`config.mk`:
```
export PLATFORM = sky130hd
export DESIGN_NAME = issue_scoreboard
export DESIGN_NICKNAME = d
export VERILOG_FILES = /design/src/rtl/sb_pkg.sv /design/src/rtl/sb_fu_pipe.sv /design/src/rtl/sb_div_unit.sv /design/src/rtl/sb_wb_slots.sv /design/src/rtl/issue_scoreboard.sv
export SDC_FILE = /design/constraint.sdc
export NUM_CORES = 1
export LEC_CHECK = 0
export BUFFER_PORTS_ARGS = -buffer_cell sky130_fd_sc_hd__buf_2
export CAP_MARGIN = 5
export CORE_ASPECT_RATIO = 1.1
export CORE_MARGIN = 2
export CORE_UTILIZATION = 50
export CTS_CLUSTER_DIAMETER = 50
export DETAILED_ROUTE_END_ITERATION = 6
export PLACE_DENSITY = 0.66
export SLEW_MARGIN = 20
export SYNTH_ARGS = -nofsm -noshare
export SYNTH_HDL_FRONTEND = slang
export SYNTH_HIERARCHICAL = 1
export SYNTH_SLANG_ARGS = --single-unit
```
`constraint.sdc`:
```
create_clock -name clk -period 3.1 [get_ports clk]
set_clock_uncertainty 0.1 [all_clocks]
set_input_delay 0.155 -clock clk [delete_from_list [all_inputs] [get_ports clk]]
set_output_delay 0.155 -clock clk [all_outputs]
set_load 0.02 [all_outputs]
```
`src/rtl/sb_pkg.sv`:
```
package sb_pkg;
    typedef enum logic [1:0] {
        FU_INT = 2'd0,
        FU_ADD = 2'd1,
        FU_MUL = 2'd2,
        FU_DIV = 2'd3
    } fu_e;

    localparam int NUM_FU = 4;
endpackage

```
`src/rtl/sb_fu_pipe.sv`:
```
// Pipelined unit model: a chain of (valid, tag) stages, one new entry per cycle.
module sb_fu_pipe #(
    parameter int LAT   = 1,
    parameter int TAG_W = 5
) (
    input  logic             clk,
    input  logic             rst_n,
    input  logic             go,
    input  logic [TAG_W-1:0] tag,
    output logic             wb_v,
    output logic [TAG_W-1:0] wb_tag
);
    logic [LAT-1:0]   v_q;
    logic [TAG_W-1:0] t_q [LAT];

    always_ff @(posedge clk) begin
        if (!rst_n) begin
            v_q <= '0;
            for (int i = 0; i < LAT; i++) t_q[i] <= '0;
        end else begin
            v_q[0] <= go;
            t_q[0] <= tag;
            for (int i = 1; i < LAT; i++) begin
                v_q[i] <= v_q[i-1];
                t_q[i] <= t_q[i-1];
            end
        end
    end

    always_comb begin
        wb_v   = v_q[LAT-1];
        wb_tag = t_q[LAT-1];
    end
endmodule

```
`src/rtl/sb_div_unit.sv`:
```
// Blocking divider model: one instruction at a time, held for LAT cycles.
module sb_div_unit #(
    parameter int LAT   = 4,
    parameter int TAG_W = 5
) (
    input  logic             clk,
    input  logic             rst_n,
    input  logic             go,
    input  logic [TAG_W-1:0] tag,
    output logic             busy,
    output logic             wb_v,
    output logic [TAG_W-1:0] wb_tag
);
    localparam int CW = $clog2(LAT + 1);

    typedef enum logic {DV_IDLE = 1'b0, DV_RUN = 1'b1} dv_state_e;

    dv_state_e      st_q, st_d;
    logic [CW-1:0]  cnt_q;
    logic [TAG_W-1:0] tag_q;
    logic           last;

    assign last = (cnt_q == CW'(LAT - 1));

    always_comb begin
        st_d = st_q;
        unique case (st_q)
            DV_IDLE: if (go)   st_d = DV_RUN;
            DV_RUN:  if (last) st_d = DV_IDLE;
        endcase
    end

    always_ff @(posedge clk) begin
        if (!rst_n) begin
            st_q  <= DV_IDLE;
            cnt_q <= '0;
            tag_q <= '0;
        end else begin
            st_q <= st_d;
            if (go) begin
                cnt_q <= '0;
                tag_q <= tag;
            end else if (st_q == DV_RUN) begin
                cnt_q <= cnt_q + 1'b1;
            end
        end
    end

    always_comb begin
        busy   = (st_q == DV_RUN);
        wb_v   = (st_q == DV_RUN) && last;
        wb_tag = tag_q;
    end

    // a new divide never enters while one is in flight
    a_r7_div_no_reentry: assert property (@(posedge clk) disable iff (!rst_n)
        go |-> (st_q == DV_IDLE));
endmodule

```
`src/rtl/sb_wb_slots.sv`:
```
// Reservation of future write-back cycles: bit j = a result appears j edges from now.
module sb_wb_slots #(
    parameter int SLOTS = 5,
    parameter int LAT_W = 3
) (
    input  logic             clk,
    input  logic             rst_n,
    input  logic             book,
    input  logic [LAT_W-1:0] lat,
    output logic             taken,
    output logic             now_busy
);
    logic [SLOTS-1:0] rv_q, rv_d;

    always_comb begin
        for (int j = 0; j < SLOTS; j++) begin
            rv_d[j] = ((j < SLOTS - 1) ? rv_q[(j + 1) % SLOTS] : 1'b0)
                    | (book && (lat == LAT_W'(j + 1)));
        end
    end

    always_ff @(posedge clk) begin
        if (!rst_n) rv_q <= '0;
        else        rv_q <= rv_d;
    end

    always_comb begin
        taken    = (32'(lat) < SLOTS) ? rv_q[lat] : 1'b0;
        now_busy = rv_q[0];
    end
endmodule

```
`src/rtl/issue_scoreboard.sv`:
```
module issue_scoreboard #(
    parameter int NREG    = 32,
    parameter int LAT_INT = 1,
    parameter int LAT_ADD = 1,
    parameter int LAT_MUL = 3,
    parameter int LAT_DIV = 4
) (
    input  logic       clk,
    input  logic       rst_n,
    input  logic       in_valid,
    input  logic [1:0] in_fu,
    input  logic [4:0] in_dst,
    input  logic [4:0] in_src1,
    input  logic [4:0] in_src2,
    output logic       issue,
    output logic       stall,
    output logic       wb_valid,
    output logic [4:0] wb_dst
);
    import sb_pkg::*;

    localparam int REG_W  = $clog2(NREG);
    localparam int MAXL_A = (LAT_INT > LAT_ADD) ? LAT_INT : LAT_ADD;
    localparam int MAXL_B = (LAT_MUL > LAT_DIV) ? LAT_MUL : LAT_DIV;
    localparam int MAXL   = (MAXL_A > MAXL_B) ? MAXL_A : MAXL_B;
    localparam int SLOTS  = MAXL + 1;
    localparam int LAT_W  = $clog2(SLOTS + 1);

    fu_e              fu;
    logic [NREG-1:0]  pend_q, pend_d;
    logic [LAT_W-1:0] lat_sel;
    logic [NUM_FU-1:0] busy_vec, go_vec, wbv;
    logic [REG_W-1:0] wbt [NUM_FU];
    logic             div_busy, slot_taken, slot_now;
    logic             hz_busy, hz_raw, hz_waw, ok;

    assign fu = fu_e'(in_fu);

    always_comb begin
        unique case (fu)
            FU_INT: lat_sel = LAT_W'(LAT_INT);
            FU_ADD: lat_sel = LAT_W'(LAT_ADD);
            FU_MUL: lat_sel = LAT_W'(LAT_MUL);
            FU_DIV: lat_sel = LAT_W'(LAT_DIV);
        endcase
    end

    assign busy_vec = {div_busy, 3'b000};

    always_comb begin
        hz_busy = busy_vec[in_fu];
        hz_raw  = pend_q[in_src1] | pend_q[in_src2];
        hz_waw  = pend_q[in_dst];
        ok      = !hz_busy && !hz_raw && !hz_waw && !slot_taken;
        issue   = in_valid && ok;
        stall   = in_valid && !ok;
        for (int k = 0; k < NUM_FU; k++) go_vec[k] = issue && (in_fu == 2'(k));
    end

    genvar k;
    generate
        for (k = 0; k < NUM_FU - 1; k++) begin : g_pipe
            localparam int L = (k == 0) ? LAT_INT : (k == 1) ? LAT_ADD : LAT_MUL;
            sb_fu_pipe #(.LAT(L), .TAG_W(REG_W)) u_pipe (
                .clk(clk), .rst_n(rst_n), .go(go_vec[k]), .tag(in_dst),
                .wb_v(wbv[k]), .wb_tag(wbt[k])
            );
        end
    endgenerate

    sb_div_unit #(.LAT(LAT_DIV), .TAG_W(REG_W)) u_div (
        .clk(clk), .rst_n(rst_n), .go(go_vec[NUM_FU-1]), .tag(in_dst),
        .busy(div_busy), .wb_v(wbv[NUM_FU-1]), .wb_tag(wbt[NUM_FU-1])
    );

    sb_wb_slots #(.SLOTS(SLOTS), .LAT_W(LAT_W)) u_slots (
        .clk(clk), .rst_n(rst_n), .book(issue), .lat(lat_sel),
        .taken(slot_taken), .now_busy(slot_now)
    );

    always_comb begin
        wb_valid = |wbv;
        wb_dst   = '0;
        for (int i = 0; i < NUM_FU; i++)
            if (wbv[i]) wb_dst = wb_dst | wbt[i];
    end

    always_comb begin
        pend_d = pend_q;
        if (wb_valid) pend_d[wb_dst] = 1'b0;
        if (issue)    pend_d[in_dst] = 1'b1;
    end

    always_ff @(posedge clk) begin
        if (!rst_n) pend_q <= '0;
        else        pend_q <= pend_d;
    end

    // the write-back port is never shared
    a_r9_single_writer: assert property (@(posedge clk) disable iff (!rst_n)
        $onehot0(wbv));

    // the booked slot for this cycle matches the unit that writes back
    a_r9_slot_agrees: assert property (@(posedge clk) disable iff (!rst_n)
        slot_now == wb_valid);

    // every write-back retires a pending register
    a_r3_wb_was_pending: assert property (@(posedge clk) disable iff (!rst_n)
        wb_valid |-> pend_q[wb_dst]);

    // a dispatched destination is marked pending on the next cycle
    a_r5_dst_marked: assert property (@(posedge clk) disable iff (!rst_n)
        issue |=> pend_q[$past(in_dst)]);
endmodule

```
==> run_results.csv, run 1 <==
group,metric,value,unit
sta,fin_crit_sh,92.2,%
drt,ant_nets,0,
logic_synthesis,synth_flop_cell,"dfxtp_1",
finish,drive_gt1_share,18.4,%
clocking,root_buffer,"clkbuf_8",
worst_setup_path,path_cells,"mux4_2 > mux2i_1 > o221ai_1 > nor2_1 > nand4_1 > nor2_1 > buf_2",
global_routing,grt_max_degree,42,
sta,hold_ws,0.0724,ns
clocking,cts_tree,"built",
logic_synthesis,yosysSeqAreaShare,38.9,%
clocking,cts_setup_buffers,0,
die,ioPinCount,28,
drt,dr.pass1.iters,5,
clocking,cts.htree.levels,3,
logic_synthesis,yosysUniqueCellTypes,50,
logic_synthesis,post_synth.cell_area_avg,9.82,sq um
worst_setup_path,cp.required,2.84,ns
clocking,numCtsBuffers,9,
sta,hold_violations,0,
power_and_ir_drop,finalPower,2120,uW
global_routing,grt_pass1_wl,16000,um
power_and_ir_drop,ir_worst_vdd,0.342,mV
drt,via_per_inst,6.31,
finish,final_common_cell,"dfxtp_1",
worst_setup_path,startpoint_type,"register",
sta,finalMaxSlewViolations,0,
finish,antenna_cells,0,
global_routing,first_global_vias,3138,
drt,wl_per_cell,19.0,um
logic_synthesis,synth_area_leaders,"dfxtp_1 (39%), mux2i_1 (8.7%), o31ai_1 (6.3%)",
worst_setup_path,cpMostUsedCell,"nor2_1",
global_routing,antenna_found_initial,0,
logic_synthesis,netlist_instances,398,
finish,syn_to_final_growth,8.96,%
outcome,status,"finished clean",
drt,first_iter_violations,251,
min_path,hp-class,"in2reg",
sta,fin_crit,2.86,ns
finish,mostFrequentLayoutCells,"dfxtp_1 (76), mux2i_1 (34), o31ai_1 (33)",
finish,fillers,706,
logic_synthesis,syn-num-nets,420,
placement,gp_congestion,0.885,
sta,tns,0,ns
placement,port_buffers,27,
drt,drc,0,
finish,stdcell_count,523,
sta,setup_viol_count_final,0,
finish,nets,435,
die,start_util,52.0,%
worst_setup_path,crit_fanout,8,
sta,fmax,0.350,GHz
placement,pre_cts_ws,0.352,ns
drt,drt-total-wl,9960,um
clocking,numClockSinks,76,
clocking,cts.repair.resized,0,
logic_synthesis,synth_area,0.00391,sq mm
placement,dp_hpwl,7100,um
worst_setup_path,r2r_slack,0.48,ns
clocking,path_clk_slew,0.09,ns
job,max-cap-violations,0,
die,rows,33,
die,core_area,0.00751,sq mm
worst_setup_path,cp.arrival,2.60,ns
drt,vias,3298,
power_and_ir_drop,p_leak,0.00159,uW
clocking,cts_hold_buf,0,
placement,post-place-cells,507,
sta,rsz0062_at_grt,"false",
worst_setup_path,end_kind,"output pin",
logic_synthesis,yosys_warnings,6,
die,dieArea,0.00854,sq mm
logic_synthesis,synth_top_area_share,38.9,%
sta,fin_ws,0.242,ns
die,die_x,88.3,um
logic_synthesis,synth_area_leader_cell,"dfxtp_1",
worst_setup_path,cp_slowest_cell,"mux4_2",
global_routing,overflow,0,
clocking,clkLatencyLatePin,0.35,ns
power_and_ir_drop,p_per_area,497,mW/mm^2
worst_setup_path,critPathKind,"reg2out",
logic_synthesis,synth_edf_count,0,
logic_synthesis,synth-seq-cells,76,
worst_setup_path,critPathMaxStageDelay,0.48,ns
clocking,clockBufferDepth,2,
sta,worst_pin_slew,0.487,ns
die,fp.dieH,96.7,um
logic_synthesis,synthArstFlopShare,0,%
sta,relSlewSlack,67.4,%
global_routing,track_usage,24.2,%
routing by layer:
layer / wire [um] / up-vias / share of wire [%] / global-route usage (%)
li1: - / 1539 / - / -
met1: 4290 / 1599 / 43 / 31.7
met2: 4800 / 126 / 48 / 38.5
met3: 477 / 34 / 4.8 / 3.58
met4: 389 / 0 / 3.9 / 12.0
met5: 0 / - / 0 / 0
where the power goes:
part / switching (uW) / internal [uW]
Sequential: 14.0 / 1000
Combinational: 150 / 82.7
Clock: 404 / 466
synthesized netlist by cell type (7+ instances only):
| cell | count |
|---|---|
| and2_1 | 21 |
| nor2_1 | 13 |
| inv_1 | 7 |
| dfxtp_1 | 76 |
| a22oi_1 | 17 |
| o31ai_1 | 33 |
| nand2_1 | 24 |
| buf_2 | 8 |
| nand3_1 | 17 |
| nor2b_1 | 16 |
| mux2i_1 | 34 |
| and2_2 | 14 |
| mux4_2 | 9 |
| o211ai_1 | 32 |
worst paths after layout:
path / from / endpoint / cells after the start
worst max register to register: pend_q[30] / u_div/wb_tag[1] / 9
worst min-delay path: in_dst[3] / g_pipe[1].u_pipe/t_q[0][3] / 2
worst max-delay path: pend_q[30] / issue / 7
worst min register to register: g_pipe[2].u_pipe/t_q[0][5] / g_pipe[2].u_pipe/t_q[0][10] / 1
per-stage QoR:
stage          utilization, %  instance area (sq um)
6_report                 56.7                   4260
5_1_grt                  56.7                   4260
4_1_cts                  56.7                   4260
3_5_place_dp             53.6                   4030
3_3_place_gp             53.6                   4030
2_1_floorplan               -                   3910
final cells by class:
type / instances / area, sq um / area share, %
Sequential cell: 76 / 1520 / 35.7
Clock inverter: 7 / 105 / 2.47
Inverter: 7 / 26.3 / 0.617
Clock buffer: 9 / 124 / 2.91
Tap cell: 105 / 131 / 3.08
Timing Repair Buffer: 32 / 173 / 4.05
Multi-Input combinational cell: 287 / 2180 / 51.2
flip-flops by register name, indices dropped and copies added, names as in the netlist:
name / cells
pend_q: 32
g_pipe.u_pipe/t_q: 25
u_div/wb_tag: 5
u_slots/rv_q: 5
g_pipe.u_pipe/v_q: 3
u_div/cnt_q: 3
g_pipe.u_pipe/wb_v: 2
u_div/busy: 1
cells by family (layout without fill, tap and decap cells):
group                      count (synthesis)  in the layout  share of synthesized area, %
and+or+nand+nor                          132            132                          19.7
AOI/OAI and AO/OA                        106            106                          20.3
DFF                                       76             76                          38.9
muxes                                     46             46                          14.8
buffers and inverters                     35             55                          5.34
adders and majority gates                  2              2                         0.640
xor gates and xnor gates                   1              1                         0.224
critical path: cells and delay by family (launching register included):
kind            cells  cell delay (ns)
compound gates      1             0.14
mux                 2             0.69
simple gates        3             0.81
buf+inv             1             0.23
flops               1             0.38
Power figures use the tool's default switching activity.
==> run 2: changes to the inputs <==
--- a/config.mk
+++ b/config.mk
@@ -9,11 +9,11 @@
 export CAP_MARGIN = 5
 export CORE_ASPECT_RATIO = 1.1
 export CORE_MARGIN = 2
-export CORE_UTILIZATION = 50
+export CORE_UTILIZATION = 42
 export CTS_CLUSTER_DIAMETER = 50
 export DETAILED_ROUTE_END_ITERATION = 6
-export PLACE_DENSITY = 0.66
-export SLEW_MARGIN = 20
+export PLACE_DENSITY = 0.57
+export SLEW_MARGIN = 15
 export SYNTH_ARGS = -nofsm -noshare
 export SYNTH_HDL_FRONTEND = slang
 export SYNTH_HIERARCHICAL = 1
==> run 2 against run 1 <==
Effect of this change:
- combinational power is essentially flat
- worst setup slack improved by 0.023 ns
- sequential power barely moved
- hold slack worse by 0.014 ns
- die area up 18%
- maximum frequency up 0.82%
- clock power down 9.4%
- first-iteration DRC count rose by 15%
- routed wire length grew 4.2%
- clock-buffer cell count grew 1
- non-clock buffer count unchanged
- critical endpoint unchanged
==> run_results.csv, run 2 (synthesis gave the netlist of run 1 again) <==
group,metric,value,unit
drt,wl_per_cell,19.5,um
worst_setup_path,cp_slowest_cell,"mux4_2",
global_routing,grt_pass1_wl,17000,um
sta,relSlewSlack,66.1,%
worst_setup_path,r2r-end,"u_div/wb_tag[4]",
worst_setup_path,r2r_start,"pend_q[18]",
die,start_util,43.6,%
clocking,cts.htree.levels,3,
drt,dr.max_layer_used,"met4",
sta,finalMaxSlewViolations,0,
placement,dp_hpwl,7310,um
finish,largest-register,"pend_q",
clocking,clkLatencyLatePin,0.36,ns
clocking,cts_tree,"built",
worst_setup_path,endpoint,"issue",
worst_setup_path,end_kind,"output pin",
worst_setup_path,critPathTopFamily,"simple AND/OR/NAND/NOR gates",
clocking,cts_setup_buffers,0,
finish,mostFrequentLayoutCells,"dfxtp_1 (76), mux2i_1 (34), o31ai_1 (33)",
clocking,numClockSinks,76,
sta,fmax,0.353,GHz
worst_setup_path,critPathKind,"reg2out",
drt,drt-met1-wl,4760,um
worst_setup_path,reg2reg_depth,9,
worst_setup_path,critPathMaxStageDelay,0.47,ns
drt,drc,0,
drt,drt-total-wl,10400,um
worst_setup_path,cp.arrival,2.58,ns
clocking,clockBufferDepth,2,
drt,wl_met3,597,um
sta,setup_viol_count_final,0,
global_routing,first_global_vias,3169,
sta,worst_pin_slew,0.507,ns
global_routing,overflow,0,
worst_setup_path,path_depth,7,
finish,multi_input_area,0.00218,sq mm
clocking,cts_hold_buf,0,
finish,fillers,889,
die,core_area,0.00896,sq mm
finish,drive_gt1_share,18.4,%
finish,final_area,0.00425,sq mm
outcome,status,"finished clean",
worst_setup_path,r2r_slack,0.54,ns
worst_setup_path,cpMostUsedCell,"nor2_1",
finish,nets,435,
worst_setup_path,crit_fanout,8,
drt,via_per_inst,6.02,
worst_setup_path,cp.required,2.84,ns
placement,placed_area,0.00404,sq mm
die,die_x,96.0,um
global_routing,track_usage,21.9,%
sta,fin_crit_sh,91.4,%
worst_setup_path,startpoint,"pend_q[18]",
job,max-cap-violations,0,
worst_setup_path,startpoint_type,"register",
sta,hold_violations,0,
drt,ant_nets,0,
sta,rsz0062_at_grt,"false",
finish,final_common_cell,"dfxtp_1",
power_and_ir_drop,p_per_area,479,mW/mm^2
worst_setup_path,crit_buf_inv,1,
power_and_ir_drop,p_leak,0.00157,uW
finish,syn_to_final_growth,8.74,%
die,dieArea,0.0101,sq mm
sta,tns,0,ns
finish,largest_register_ffs,32,
clocking,numCtsBuffers,9,
drt,wl_met2,4870,um
placement,gp_congestion,0.902,
global_routing,antenna_found_initial,0,
die,fp.dieH,105,um
finish,fin_util,47.4,%
drt,vias,3204,
worst_setup_path,path_cells,"mux4_2 > mux2i_1 > o221ai_1 > nor2_1 > nand4_1 > nor2_1 > buf_2",
die,ioPinCount,28,
drt,dr.pass1.iters,4,
min_path,hp-class,"in2reg",
clocking,root_buffer,"clkbuf_8",
power_and_ir_drop,ir_worst_vdd,0.431,mV
global_routing,grt_max_degree,60,
clocking,cts.repair.resized,0,
finish,layout.area.seq,0.00152,sq mm
finish,reg_top3,"pend_q: 32 flops, g_pipe.u_pipe/t_q: 25 flops",
finish,antenna_cells,0,
placement,port_buffers,27,
drt,first_iter_violations,289,
clocking,path_clk_slew,0.09,ns
die,rows,36,
sta,fin_crit,2.83,ns
[run 2: cell count changes in the layout (fill, tap and decap cells not counted), sizes merged]
cell / previous run / this run
bufinv: 2 / 1
clkbuf: 9 / 10
clkinv: 1 / 2
clkinvlp: 1 / 2
inv: 10 / 8
[run 2: metal layers]
layer  GRT usage, %  vias to the layer above
li1               -                     1530
met1           30.6                     1565
met2           32.8                       99
met3           4.83                       10
met4           8.16                        0
met5              0                        -
[run 2: worst register-to-register path, delay by kind of cell, from the launching register on]
| family | cells | cell delay (ns) |
|---|---|---|
| buffers and inverters | 1 | 0.21 |
| AO/OA/AOI/OAI | 1 | 0.14 |
| AND/OR/NAND/NOR | 4 | 0.72 |
| multiplexers | 3 | 0.90 |
| flip-flops | 1 | 0.38 |
[run 2: worst min-delay path by stage]
stage / depth (start not counted) / to / slack [ns] / startpoint
4_1_cts: 2 / g_pipe[1].u_pipe/t_q[0][3] / 0.05 / in_dst[3]
3_5_place_dp: 1 / g_pipe[2].u_pipe/t_q[0][12] / 0.32 / g_pipe[2].u_pipe/t_q[0][7]
3_3_place_gp: 1 / g_pipe[2].u_pipe/t_q[0][12] / 0.32 / g_pipe[2].u_pipe/t_q[0][7]
5_1_grt: 2 / g_pipe[1].u_pipe/t_q[0][3] / 0.06 / in_dst[3]
2_1_floorplan: 1 / u_slots/rv_q[2] / 0.17 / rst_n
6_report: 2 / g_pipe[1].u_pipe/t_q[0][3] / 0.06 / in_dst[3]
[run 2: final cells by class]
cell class	count	area share, %
Timing Repair Buffer	32	4.06
Multi-Input combinational cell	287	51.3
Clock buffer	10	3.24
Sequential cell	76	35.8
Inverter	7	0.618
Tap cell	114	3.35
Clock inverter	6	1.68
[run 2: per-stage QoR]
step                setup WS [ns]  std cells  total power (uW)  hold slack, ns
floorplan                   0.594        398              1210           0.172
global placement            0.434        516              1270           0.317
detailed placement          0.353        516              1270           0.318
CTS                         0.265        532              2060          0.0508
global route               0.0651        532              2120          0.0588
finish                      0.266        532              2030          0.0588
[run 2: power by group]
part           switching [uW]  internal, uW  leakage [uW]
logic                     149          82.7      0.000855
registers                13.7          1000      0.000618
clock network             389           399     0.0000991
total                     552          1480       0.00157
==> run 3: changes to the inputs <==
==> constraint.sdc (replaced) <==
create_clock -name clk -period 2.7 [get_ports clk]
set_clock_uncertainty 0.1 [all_clocks]
set_input_delay 0.135 -clock clk [delete_from_list [all_inputs] [get_ports clk]]
set_output_delay 0.135 -clock clk [all_outputs]
set_load 0.02 [all_outputs]
==> run 3 against run 2 <==
Effect of this change:
- register-to-register slack lost 0.33 ns
- critical path depth grew 1
- sequential share of layout area shrank 0.74 points
- cell count grew 1.3%
- power grew 19%
- sequential cell count is the same
- via count shrank 0.44%
- hold slack lost 0.0028 ns
- worst setup slack lost 0.14 ns
- critical path type unchanged
==> run_results.csv, run 3 (synthesis gave the netlist of run 1 again) <==
group,metric,value,unit
clocking,root_buffer,"clkbuf_8",
clocking,clockBufferDepth,2,
finish,mostFrequentLayoutCells,"dfxtp_1 (76), mux2i_1 (34), o31ai_1 (33)",
drt,wl_per_cell,19.4,um
placement,placed_area,0.00407,sq mm
power_and_ir_drop,ir_worst_vdd,0.337,mV
sta,fin_crit,2.57,ns
global_routing,grt_pass1_wl,16900,um
drt,drc,0,
die,dieArea,0.0101,sq mm
worst_setup_path,cp_slowest_cell,"mux4_2",
clocking,cts_tree,"built",
worst_setup_path,critPathMaxStageDelay,0.49,ns
sta,worst_pin_slew,0.531,ns
finish,fin_util,48.4,%
clocking,path_clk_slew,0.09,ns
outcome,status,"finished clean",
drt,drt-total-wl,10400,um
drt,dr.pass1.iters,5,
finish,final_common_cell,"dfxtp_1",
worst_setup_path,path_cells,"mux4_2 > a32oi_2 > o31ai_1 > nor2_1 > nand4_1 > buf_6 > and2_1 > buf_2",
finish,final_area,0.00434,sq mm
power_and_ir_drop,p_per_area,557,mW/mm^2
global_routing,antenna_found_initial,0,
sta,hold_ws,0.0559,ns
clocking,clkLatencyLatePin,0.34,ns
sta,finalMaxSlewViolations,0,
placement,gp_congestion,0.923,
finish,multi_input_area,0.00220,sq mm
sta,fmax,0.389,GHz
power_and_ir_drop,p_switching,632,uW
finish,largest-register,"pend_q",
worst_setup_path,critPathKind,"reg2out",
drt,vias,3190,
placement,dp_hpwl,7520,um
min_path,hp-class,"in2reg",
finish,reg_top3,"pend_q: 32 flops, g_pipe.u_pipe/t_q: 25 flops",
drt,via_per_inst,5.92,
die,die_x,96.0,um
finish,largest_register_ffs,32,
global_routing,overflow,0,
worst_setup_path,cp.required,2.47,ns
clocking,numClockSinks,76,
worst_setup_path,cp.arrival,2.34,ns
worst_setup_path,crit_buf_inv,2,
sta,hold_violations,0,
die,ioPinCount,28,
power_and_ir_drop,power_frac_comb,12.0,%
global_routing,track_usage,22.0,%
worst_setup_path,crit_fanout,11,
clocking,numCtsBuffers,9,
global_routing,grt_max_degree,52,
power_and_ir_drop,seq_power_share,48.2,%
finish,antenna_cells,0,
sta,fin_crit_sh,95.2,%
global_routing,first_global_vias,3097,
finish,drive_gt1_share,20.2,%
finish,syn_to_final_growth,11.0,%
clocking,cts.htree.levels,3,
die,core_area,0.00896,sq mm
power_and_ir_drop,clkPwrFrac,39.8,%
power_and_ir_drop,p_sw_share,26.1,%
power_and_ir_drop,internal_power,1790,uW
finish,nets,442,
sta,relSlewSlack,64.5,%
drt,first_iter_violations,245,
worst_setup_path,end_kind,"output pin",
die,start_util,43.6,%
placement,port_buffers,27,
power_and_ir_drop,p_leak,0.00162,uW
worst_setup_path,critPathTopFamily,"multiplexers",
worst_setup_path,startpoint_type,"register",
die,fp.dieH,105,um
die,rows,36,
job,max-cap-violations,0,
drt,ant_nets,0,
sta,setup_viol_count_final,0,
finish,fillers,857,
placement,pre_cts_ws,-0.0336,ns
sta,fin_ws,0.129,ns
finish,layout.area.seq,0.00152,sq mm
[run 3: worst reg2reg max path: stages (launching register included)]
cell      delay, ns
dfxtp_1        0.33
ha_1           0.20
ha_1           0.17
and2_1         0.22
buf_4          0.17
a22oi_1        0.16
nand2_1        0.20
a21oi_1        0.23
nand3_1        0.24
o211ai_1       0.25
o31ai_1        0.10
[run 3: layout make-up]
cell class              count  share of cell area, %
flip-flops and latches     76                   35.0
inverters                   7                  0.605
clock inverters             7                   2.31
clock buffers               9                   2.85
well taps                 114                   3.29
multi-input cells         287                   50.6
repair buffers             39                   5.33
[run 3: power groups by stage]
stage / Sequential [uW] / Combinational, uW / Clock (uW)
finish: 1170 / 291 / 963
floorplan: 1190 / 202 / 0
global placement: 1190 / 268 / 0
CTS: 1170 / 274 / 979
global route: 1170 / 319 / 1030
detailed placement: 1190 / 271 / 0
[run 3: per-stage QoR]
stage,power (uW),TNS [ns],instances
floorplan,1390,0,398
global placement,1460,-0.00269,520
detailed placement,1460,-0.0514,520
CTS,2420,0,536
global route,2520,-0.0130,539
finish,2420,0,539
[run 3: timing repair]
| action | in CTS | in global routing |
|---|---|---|
| pin swaps | 1 | 0 |
| hold buffers | 0 | 0 |
| resized for setup | 2 | 4 |
| endpoints found under the setup margin | 1 | 2 |
| buffers inserted | 0 | 3 |
[run 3: final timing paths]
| check | slack (ns) | endpoint | start | cells after the start |
|---|---|---|---|---|
| setup / recovery | 0.13 | stall | pend_q[31] | 8 |
| hold / removal | 0.06 | g_pipe[1].u_pipe/t_q[0][3] | in_dst[3] | 2 |
| setup reg to reg | 0.21 | pend_q[18] | u_div/cnt_q[0] | 10 |
| hold reg to reg | 0.34 | g_pipe[2].u_pipe/t_q[0][11] | g_pipe[2].u_pipe/t_q[0][6] | 1 |
[run 3: per-layer routing]
| metal | GRT usage [%] | share of wire (%) | vias up |
|---|---|---|---|
| met5 | 0 | 0 | - |
| met4 | 8.37 | 1.2 | 0 |
| met3 | 3.89 | 5.0 | 8 |
| met2 | 33.8 | 48 | 84 |
| met1 | 30.4 | 45 | 1546 |
| li1 | - | - | 1552 |
